## src/rtl/pwm_pkg.sv

```systemverilog
package pwm_pkg;
   localparam int unsigned REG_W    = 32;
   localparam int unsigned RUN_BIT  = 31;
   localparam int unsigned IDLE_BIT = 30;
   localparam int unsigned DIV_LSB  = 8;
   localparam int unsigned DUTY_LSB = 0;
   localparam int unsigned NBYTES   = REG_W / 8;
   // writable bits of the control word; the rest read as zero
   localparam logic [REG_W-1:0] KEEP_MASK = 32'hC000_FFFF;
endpackage

```

## src/rtl/pwm_ctrl_reg.sv

```systemverilog
module pwm_ctrl_reg
   import pwm_pkg::*;
(
   input  logic              clk,
   input  logic              rst_n,
   input  logic              wr_en,
   input  logic [NBYTES-1:0] wr_strb,
   input  logic [REG_W-1:0]  wr_data,
   output logic [REG_W-1:0]  cfg_q,
   output logic [REG_W-1:0]  cfg_d
);

   for (genvar b = 0; b < NBYTES; b++) begin : g_byte
      assign cfg_d[8*b +: 8] = (wr_en && wr_strb[b])
                             ? (wr_data[8*b +: 8] & KEEP_MASK[8*b +: 8])
                             : cfg_q[8*b +: 8];
   end

   always_ff @(posedge clk) begin
      if (!rst_n) cfg_q <= '0;
      else        cfg_q <= cfg_d;
   end

   // bytes without a strobe hold their value
   a_r3_top_byte_hold: assert property (@(posedge clk) disable iff (!rst_n)
      !(wr_en && wr_strb[3]) |=> $stable(cfg_q[31:24]));
   a_r3_low_byte_hold: assert property (@(posedge clk) disable iff (!rst_n)
      !(wr_en && wr_strb[0]) |=> $stable(cfg_q[7:0]));

endmodule

```

## src/rtl/pwm_prescaler.sv

```systemverilog
module pwm_prescaler #(
   parameter int unsigned BASE_LOG2 = 8,
   parameter int unsigned DIV_W     = 8
) (
   input  logic             clk,
   input  logic             rst_n,
   input  logic             run,
   input  logic [DIV_W-1:0] div,
   output logic             tick
);
   localparam int unsigned CNT_W = BASE_LOG2 + DIV_W + 1;

   logic [DIV_W:0]   n_eff;
   logic [CNT_W-1:0] limit;
   logic [CNT_W-1:0] last;
   logic [CNT_W-1:0] cnt;

   // a zero divisor selects the largest division
   assign n_eff = (div == '0) ? {1'b1, {DIV_W{1'b0}}} : {1'b0, div};

   if (BASE_LOG2 == 0) begin : g_no_base
      assign limit = n_eff;
   end else begin : g_base
      assign limit = {n_eff, {BASE_LOG2{1'b0}}};
   end

   assign last = limit - CNT_W'(1);
   assign tick = run && (cnt == last);

   always_ff @(posedge clk) begin
      if (!rst_n || !run) cnt <= '0;
      else if (tick)      cnt <= '0;
      else                cnt <= cnt + CNT_W'(1);
   end

   // the count never passes the terminal value of the active divisor
   a_r4_no_overrun: assert property (@(posedge clk) disable iff (!rst_n)
      run |-> cnt <= last);
   // a stopped prescaler is empty
   a_r8_pre_cleared: assert property (@(posedge clk) disable iff (!rst_n)
      !run |=> cnt == '0);

endmodule

```

## src/rtl/pwm_phase_gen.sv

```systemverilog
module pwm_phase_gen #(
   parameter int unsigned PHASE_W = 8,
   parameter int unsigned DIV_W   = 8
) (
   input  logic               clk,
   input  logic               rst_n,
   input  logic               run,
   input  logic               tick,
   input  logic [DIV_W-1:0]   div_nxt,
   input  logic [PHASE_W-1:0] duty_nxt,
   output logic [DIV_W-1:0]   div_act,
   output logic [PHASE_W-1:0] duty_act,
   output logic [PHASE_W-1:0] phase
);
   logic wrap;
   logic load;

   assign wrap = tick && (phase == {PHASE_W{1'b1}});
   // while stopped the active fields follow the register; while running only at wrap
   assign load = !run || wrap;

   always_ff @(posedge clk) begin
      if (!rst_n) begin
         div_act  <= '0;
         duty_act <= '0;
      end else if (load) begin
         div_act  <= div_nxt;
         duty_act <= duty_nxt;
      end
   end

   always_ff @(posedge clk) begin
      if (!rst_n || !run) phase <= '0;
      else if (tick)      phase <= phase + PHASE_W'(1);
   end

   // active fields only move at a period boundary while running
   a_r6_shadow_hold: assert property (@(posedge clk) disable iff (!rst_n)
      (run && !wrap) |=> ($stable(duty_act) && $stable(div_act)));
   // phase steps only on a prescaler tick
   a_r4_phase_hold: assert property (@(posedge clk) disable iff (!rst_n)
      (run && !tick) |=> $stable(phase));
   // a fresh start begins at phase zero
   a_r7_start_phase: assert property (@(posedge clk) disable iff (!rst_n)
      $rose(run) |-> phase == '0);

endmodule

```

## src/rtl/prescaled_pwm.sv

```systemverilog
module prescaled_pwm
   import pwm_pkg::*;
#(
   parameter int unsigned BASE_LOG2 = 8,
   parameter int unsigned DIV_W     = 8,
   parameter int unsigned PHASE_W   = 8
) (
   input  logic              clk,
   input  logic              rst_n,
   input  logic              wr_en,
   input  logic [NBYTES-1:0] wr_strb,
   input  logic [REG_W-1:0]  wr_data,
   output logic [REG_W-1:0]  rd_data,
   output logic              pwm_out
);
   initial begin
      a_div_w_fits: assert (DIV_W >= 1 && DIV_W <= 8)
         else $error("DIV_W must fit its 8-bit field");
      a_phase_w_fits: assert (PHASE_W >= 1 && PHASE_W <= 8)
         else $error("PHASE_W must fit its 8-bit field");
      a_base_sane: assert (BASE_LOG2 <= 16)
         else $error("BASE_LOG2 too large");
   end

   logic [REG_W-1:0]   cfg_q;
   logic [REG_W-1:0]   cfg_d;
   logic               run;
   logic               tick;
   logic [DIV_W-1:0]   div_act;
   logic [PHASE_W-1:0] duty_act;
   logic [PHASE_W-1:0] phase;

   pwm_ctrl_reg u_reg (
      .clk     (clk),
      .rst_n   (rst_n),
      .wr_en   (wr_en),
      .wr_strb (wr_strb),
      .wr_data (wr_data),
      .cfg_q   (cfg_q),
      .cfg_d   (cfg_d)
   );

   assign run = cfg_q[RUN_BIT];

   pwm_prescaler #(.BASE_LOG2(BASE_LOG2), .DIV_W(DIV_W)) u_pre (
      .clk   (clk),
      .rst_n (rst_n),
      .run   (run),
      .div   (div_act),
      .tick  (tick)
   );

   pwm_phase_gen #(.PHASE_W(PHASE_W), .DIV_W(DIV_W)) u_phase (
      .clk      (clk),
      .rst_n    (rst_n),
      .run      (run),
      .tick     (tick),
      .div_nxt  (cfg_d[DIV_LSB +: DIV_W]),
      .duty_nxt (cfg_d[DUTY_LSB +: PHASE_W]),
      .div_act  (div_act),
      .duty_act (duty_act),
      .phase    (phase)
   );

   assign rd_data = cfg_q;
   // low while phase is below the duty count, high for the rest of the period
   assign pwm_out = run ? (phase >= duty_act) : cfg_q[IDLE_BIT];

   // stopping shows the idle level at once
   a_r8_idle_on_stop: assert property (@(posedge clk) disable iff (!rst_n)
      $fell(rd_data[RUN_BIT]) |-> pwm_out == rd_data[IDLE_BIT]);
   // every period opens low when the duty count is non-zero
   a_r5_open_low: assert property (@(posedge clk) disable iff (!rst_n)
      (run && phase == '0 && duty_act != '0) |-> !pwm_out);

endmodule

```

## config.mk

```make
export PLATFORM = sky130hd
export DESIGN_NAME = prescaled_pwm
export DESIGN_NICKNAME = d
export VERILOG_FILES = /design/src/rtl/pwm_pkg.sv /design/src/rtl/pwm_ctrl_reg.sv /design/src/rtl/pwm_prescaler.sv /design/src/rtl/pwm_phase_gen.sv /design/src/rtl/prescaled_pwm.sv
export SDC_FILE = /design/constraint.sdc
export NUM_CORES = 1
export LEC_CHECK = 0
export ABC_AREA = 1
export BUFFER_PORTS_ARGS = -buffer_cell sky130_fd_sc_hd__clkbuf_2
export CAP_MARGIN = 20
export CORE_UTILIZATION = 30
export DETAILED_ROUTE_END_ITERATION = 10
export GPL_TIMING_DRIVEN = 0
export PLACE_DENSITY = 0.53
export SKIP_CTS_REPAIR_TIMING = 1
export SLEW_MARGIN = 20
export SYNTH_ARGS = -nofsm -noshare
export SYNTH_HDL_FRONTEND = slang
export SYNTH_SLANG_ARGS = --single-unit
```

## constraint.sdc

```tcl
create_clock -name clk -period 2.1 [get_ports clk]
set_input_delay 0.315 -clock clk [delete_from_list [all_inputs] [get_ports clk]]
set_output_delay 0.315 -clock clk [all_outputs]
set_load 0.05 [all_outputs]
```

Word-level counts from Yosys, hierarchy flattened
Index checks and enable logic that the tools add are counted.

word-level totals
  flip-flop bits (word level) = 59
  memory bits (writable) = 0
  output and inout port bits = 33
  memory bits (read-only) = 0
  memories = 0
  bits in latches = 0

operators by class
  $add $sub $neg = 3
  reduce and logical (&&, ||, !) cells = 11
  divide/modulo/power cells = 0
  equal/unequal tests = 2
  bitwise gates (word level) = 0
  multiplexer cells = 4
  order comparisons = 1
  shift operators = 0
  multiply operators = 0

operators with widths
  operator                                                              count
  17-bit by 1-bit adder with 17-bit output, second input constant       1
  17-bit equality test                                                  1
  17-bit by 1-bit subtractor with 17-bit output, second input constant  1
  8-bit two-way mux                                                     2
  9-bit two-way mux                                                     1
  8-bit by 1-bit adder with 8-bit output, second input constant         1
  8-bit equality test, second input constant                            1
  8-bit >= comparator                                                   1
  8-bit zero test                                                       1
  1-bit logical AND                                                     5
  1-bit zero test                                                       2
  1-bit logical OR                                                      2
  2-bit OR reduction                                                    1
  1-bit two-way mux                                                     1

Depth between registers and ports, before layout
  depth after elaboration = 7
  mapped depth = 16

By module
Synthesis repeated with hierarchy kept, for this count alone.

unflattened totals
  cells, all modules = 589
  area, all modules = 4055.1 µm²

modules (own cells, without submodules)
  module         times used  cells an instance  area each (µm²)
  pwm_ctrl_reg   1           216                1405.1
  pwm_prescaler  1           178                1260.0
  pwm_phase_gen  1           157                1168.6
  prescaled_pwm  1           38                 221.5

Least setup slack after synthesis
Ideal clock, no wire load.

  path type = register -> output
  from = register u_phase.phase[0]
  to = output port pwm_out
  stages on the path, launching flop included = 12
  arrival = 1.884 ns
  path buffers = 0
  data required time = 1.785 ns
  slack = -0.099 ns
  path through = dfxtp_1 > inv_1 > ha_1 > o21ai_0 > nand2_1 > a21o_1 > a21oi_1 > o21ai_0 > a21oi_1 > nor2_1 > nor3_1 > nor2_1

between the ends
  longest elaborated chain between the ends = 2

ends and longest elaborated chain
  what                    line                 RTL
  start, declared         pwm_phase_gen.sv:13  output logic [PHASE_W-1:0] phase
  start signal, assigned  pwm_phase_gen.sv:34  else if (tick) phase <= phase + PHASE_W'(1);
  8-bit >= comparator     prescaled_pwm.sv:67  assign pwm_out = run ? (phase >= duty_act) : cfg_q[IDLE_BIT];
  1-bit two-way mux       prescaled_pwm.sv:67
  end, declared           prescaled_pwm.sv:14  output logic pwm_out

No other way between the ends.

Worst setup path after layout
Same ends and word-level chain as after synthesis.

==> impl_metrics.py <==
metrics = {
    "outcome": {
        "outcome": "complete, but fails checks",
        "violations": "negative setup slack",
    },
    "worst_setup_path": {
        "cp_common_cell": "o21ai_1",
        "cp_max_fo": 3,
        "r2r-start": "u_phase.div_act[7]",
        "critPathBufInv": 2,
        "path_cells": "inv_2 > ha_4 > o21ai_1 > nand2_1 > a21o_1 > a21oi_2 > o21ai_1 > a21oi_1 > nor2_1 > nor3_2 > nor2_2 > buf_6",
        "cp-end-kind": "output port",
        "r2r_slack_ps": -100,
        "critPathLaunchType": "flop",
        "reg2reg_depth": 11,
        "cp_top_family": "compound AO/OA/AOI/OAI gates",
        "max_stage_delay_ps": 350,
        "crit_path_end": "pwm_out",
        "cp-startpoint": "u_phase.phase[0]",
        "criticalPathCategory": "flop to output port",
        "worst-path-stages": 12,
        "cp_data_arrival_time_ps": 2170,
        "reg2reg_to": "u_phase.div_act[5]",
        "cp_data_required_time_ps": 1780,
        "worst_path_max_delay_cell": "dfxtp_2",
    },
    "global_routing": {
        "grt_pass1_wl_mm": 11.5,
        "grt_remaining_overflow": 0,
        "grt_max_degree": 11,
        "antenna_found_initial": 0,
        "grt_pass1_vias": 2591,
        "track_usage": 0.129,
    },
    "timing": {
        "setup_slack_ps": -380,
        "final.setup.tns_ps": -1760,
        "final_hold_viol_count": 0,
        "rsz0062_at_grt": "true",
        "fin_worst_skew_ps": 8.76,
        "tightest_slew_ps": 778,
        "holdWs_ps": 214,
        "relSlewSlack": 0.481,
        "fmax_ghz": 0.403,
        "fin_crit_sh": 1.18,
        "final_max_slew_viol_count": 0,
        "min_period_ps": 2480,
        "setup_violations": 17,
    },
    "routing": {
        "dr.first_iter.drc_count": 61,
        "antenna_left": 0,
        "via_per_inst": 4.29,
        "drtPass1Iterations": 4,
        "vias": 2887,
        "drcViolationCount": 0,
        "wl_mm": 7.34,
        "post_drt_wl_per_cell_um": 10.9,
    },
    "power_and_ir_drop": {
        "power_mw": 2.99,
        "p_leak_nw": 1.98,
        "powerDensity_nw_per_um2": 697,
        "ir_worst_vdd_mv": 0.533,
    },
    "clocking": {
        "tritoncts": "done",
        "path_clk_slew_ps": 70,
        "clock_latency_ps": 340,
        "clock-root-buffer": "clkbuf_8",
        "clockBufferDepth": 2,
        "htreeDepth": 3,
        "numCtsBuffers": 9,
        "clock_sinks": 59,
    },
    "finish": {
        "fin_nets": 586,
        "drive_above_1_share": 0.309,
        "stdcell_area_um2": 4300,
        "antenna_cells": 0,
        "area_growth_syn_to_layout_pct": 37.0,
    },
    "synthesis": {
        "yosysUniqueCellTypes": 32,
        "synth_top_area_share": 0.376,
        "synth.cell_area_um2": 3140,
        "synth_top_cell_by_area": "dfxtp_1",
        "ys_warn_count": 0,
        "synth-edff-count": 0,
        "synth_seq_cells": 59,
        "synth.most_common_cell": "nand2_1",
        "yosysSeqAreaShare": 0.376,
        "synth-main-ff-cell": "dfxtp_1",
        "netlist_instances": 454,
        "synth_area_leaders": "dfxtp_1 (38%), nand2_1 (9.7%), inv_1 (8.9%)",
        "synth-async-reset-ratio": 0,
        "synth_top_cells_by_count": "nand2_1 (81), inv_1 (74), nor2_1 (67), dfxtp_1 (59), nand3_1 (30)",
        "syn_area_per_cell_um2": 6.91,
    },
    "placed_design": {
        "portBuffers": 41,
        "dp_hpwl_mm": 5.13,
        "postPlaceCellArea_um2": 3560,
        "gp_congestion": 0.813,
    },
    "floorplanning": {
        "pin_count": 72,
        "start_util": 0.315,
        "coreArea_um2": 9950,
        "rows": 36,
        "dieArea_um2": 10900,
        "die_w_um": 104,
        "die_h_um": 104,
    },
    "min_path": {
        "min-delay-path-class": "input pin to flop",
    },
    "run": {
        "maxCapViolations": 0,
    },
}
[per-layer routing]
metal | global-route usage | wire length (µm)
met5 | 0 | 0
met4 | 0.0449 | 79
met3 | 0.0332 | 323
met2 | 0.207 | 3390
met1 | 0.165 | 3540
[worst min-delay path: cells and delay by family]
family | cells | cell delay, ps
compound gates | 1 | 60
buf+inv | 1 | 80
simple gates | 1 | 60
[state kept, by name (all words and copies together) (netlist names)]
register / cells
u_pre.cnt: 17
u_reg.cfg_q: 18
u_phase.div_act: 8
u_phase.duty_act: 8
u_phase.phase: 8
[kinds of logic (layout without fill, tap and decap cells)]
group,after synthesis,after routing,share of synthesized area
DFF,59,59,0.376
buffers and inverters,103,176,0.149
other,1,14,0.00120
AOI/OAI and AO/OA,62,62,0.105
adders and majority gates,12,12,0.0478
xor gates and xnor gates,15,15,0.0419
and+or+nand+nor,202,202,0.278
[report_power, final]
| part | switching [mW] | internal, mW |
|---|---|---|
| combinational | 0.418 | 0.229 |
| clock | 0.472 | 0.665 |
| sequential | 0.0383 | 1.17 |
[layout make-up]
| cell class | count | area, µm² |
|---|---|---|
| fillers | 1034 | 5660 |
| repair buffers | 58 | 392 |
| flip-flops and latches | 59 | 1190 |
| plain buffers | 27 | 194 |
| clock buffers | 11 | 131 |
| multi-input cells | 305 | 1850 |
| well taps | 133 | 166 |
| clock inverters | 5 | 77.6 |
| inverters | 75 | 294 |
[per-stage QoR]
stage	instances	setup WS, ps	util
after detailed placement	641	-268	0.358
after CTS	657	-662	0.379
final	673	-380	0.432
after floorplan	467	122	-
after global routing	673	-467	0.432
after global placement	641	-242	0.358
[placed cells by master (no fill, tap or decap), drive strengths merged]
| cell | count |
|---|---|
| conb | 14 |
| dfxtp | 59 |
| nor3 | 10 |
| buf | 40 |
| clkbuf | 56 |
| nand2 | 83 |
| clkinv | 4 |
| bufinv | 2 |
| nand3 | 31 |
| or2 | 2 |
| o211ai | 1 |
| o21ai | 27 |
| nor3b | 1 |
| ha | 12 |
| xor2 | 9 |
| a21oi | 30 |
| xnor2 | 6 |
| clkinvlp | 1 |
| nand4 | 5 |
| a211oi | 1 |
| o21a | 1 |
| inv | 73 |
| a21o | 2 |
| nor2 | 70 |
[worst min path at each step]
stage            startpoint  depth (start not counted)  slack (ps)               to
5_1_grt         wr_data[30]                          3         250  u_reg.cfg_q[30]
2_1_floorplan  u_pre.cnt[0]                          1         420     u_pre.cnt[0]
3_5_place_dp   u_pre.cnt[0]                          1         440     u_pre.cnt[0]
3_3_place_gp   u_pre.cnt[0]                          1         430     u_pre.cnt[0]
6_report        wr_data[30]                          3         210  u_reg.cfg_q[30]
4_1_cts         wr_data[30]                          3         200  u_reg.cfg_q[30]
No activity file was read; power rests on OpenSTA's default activity.
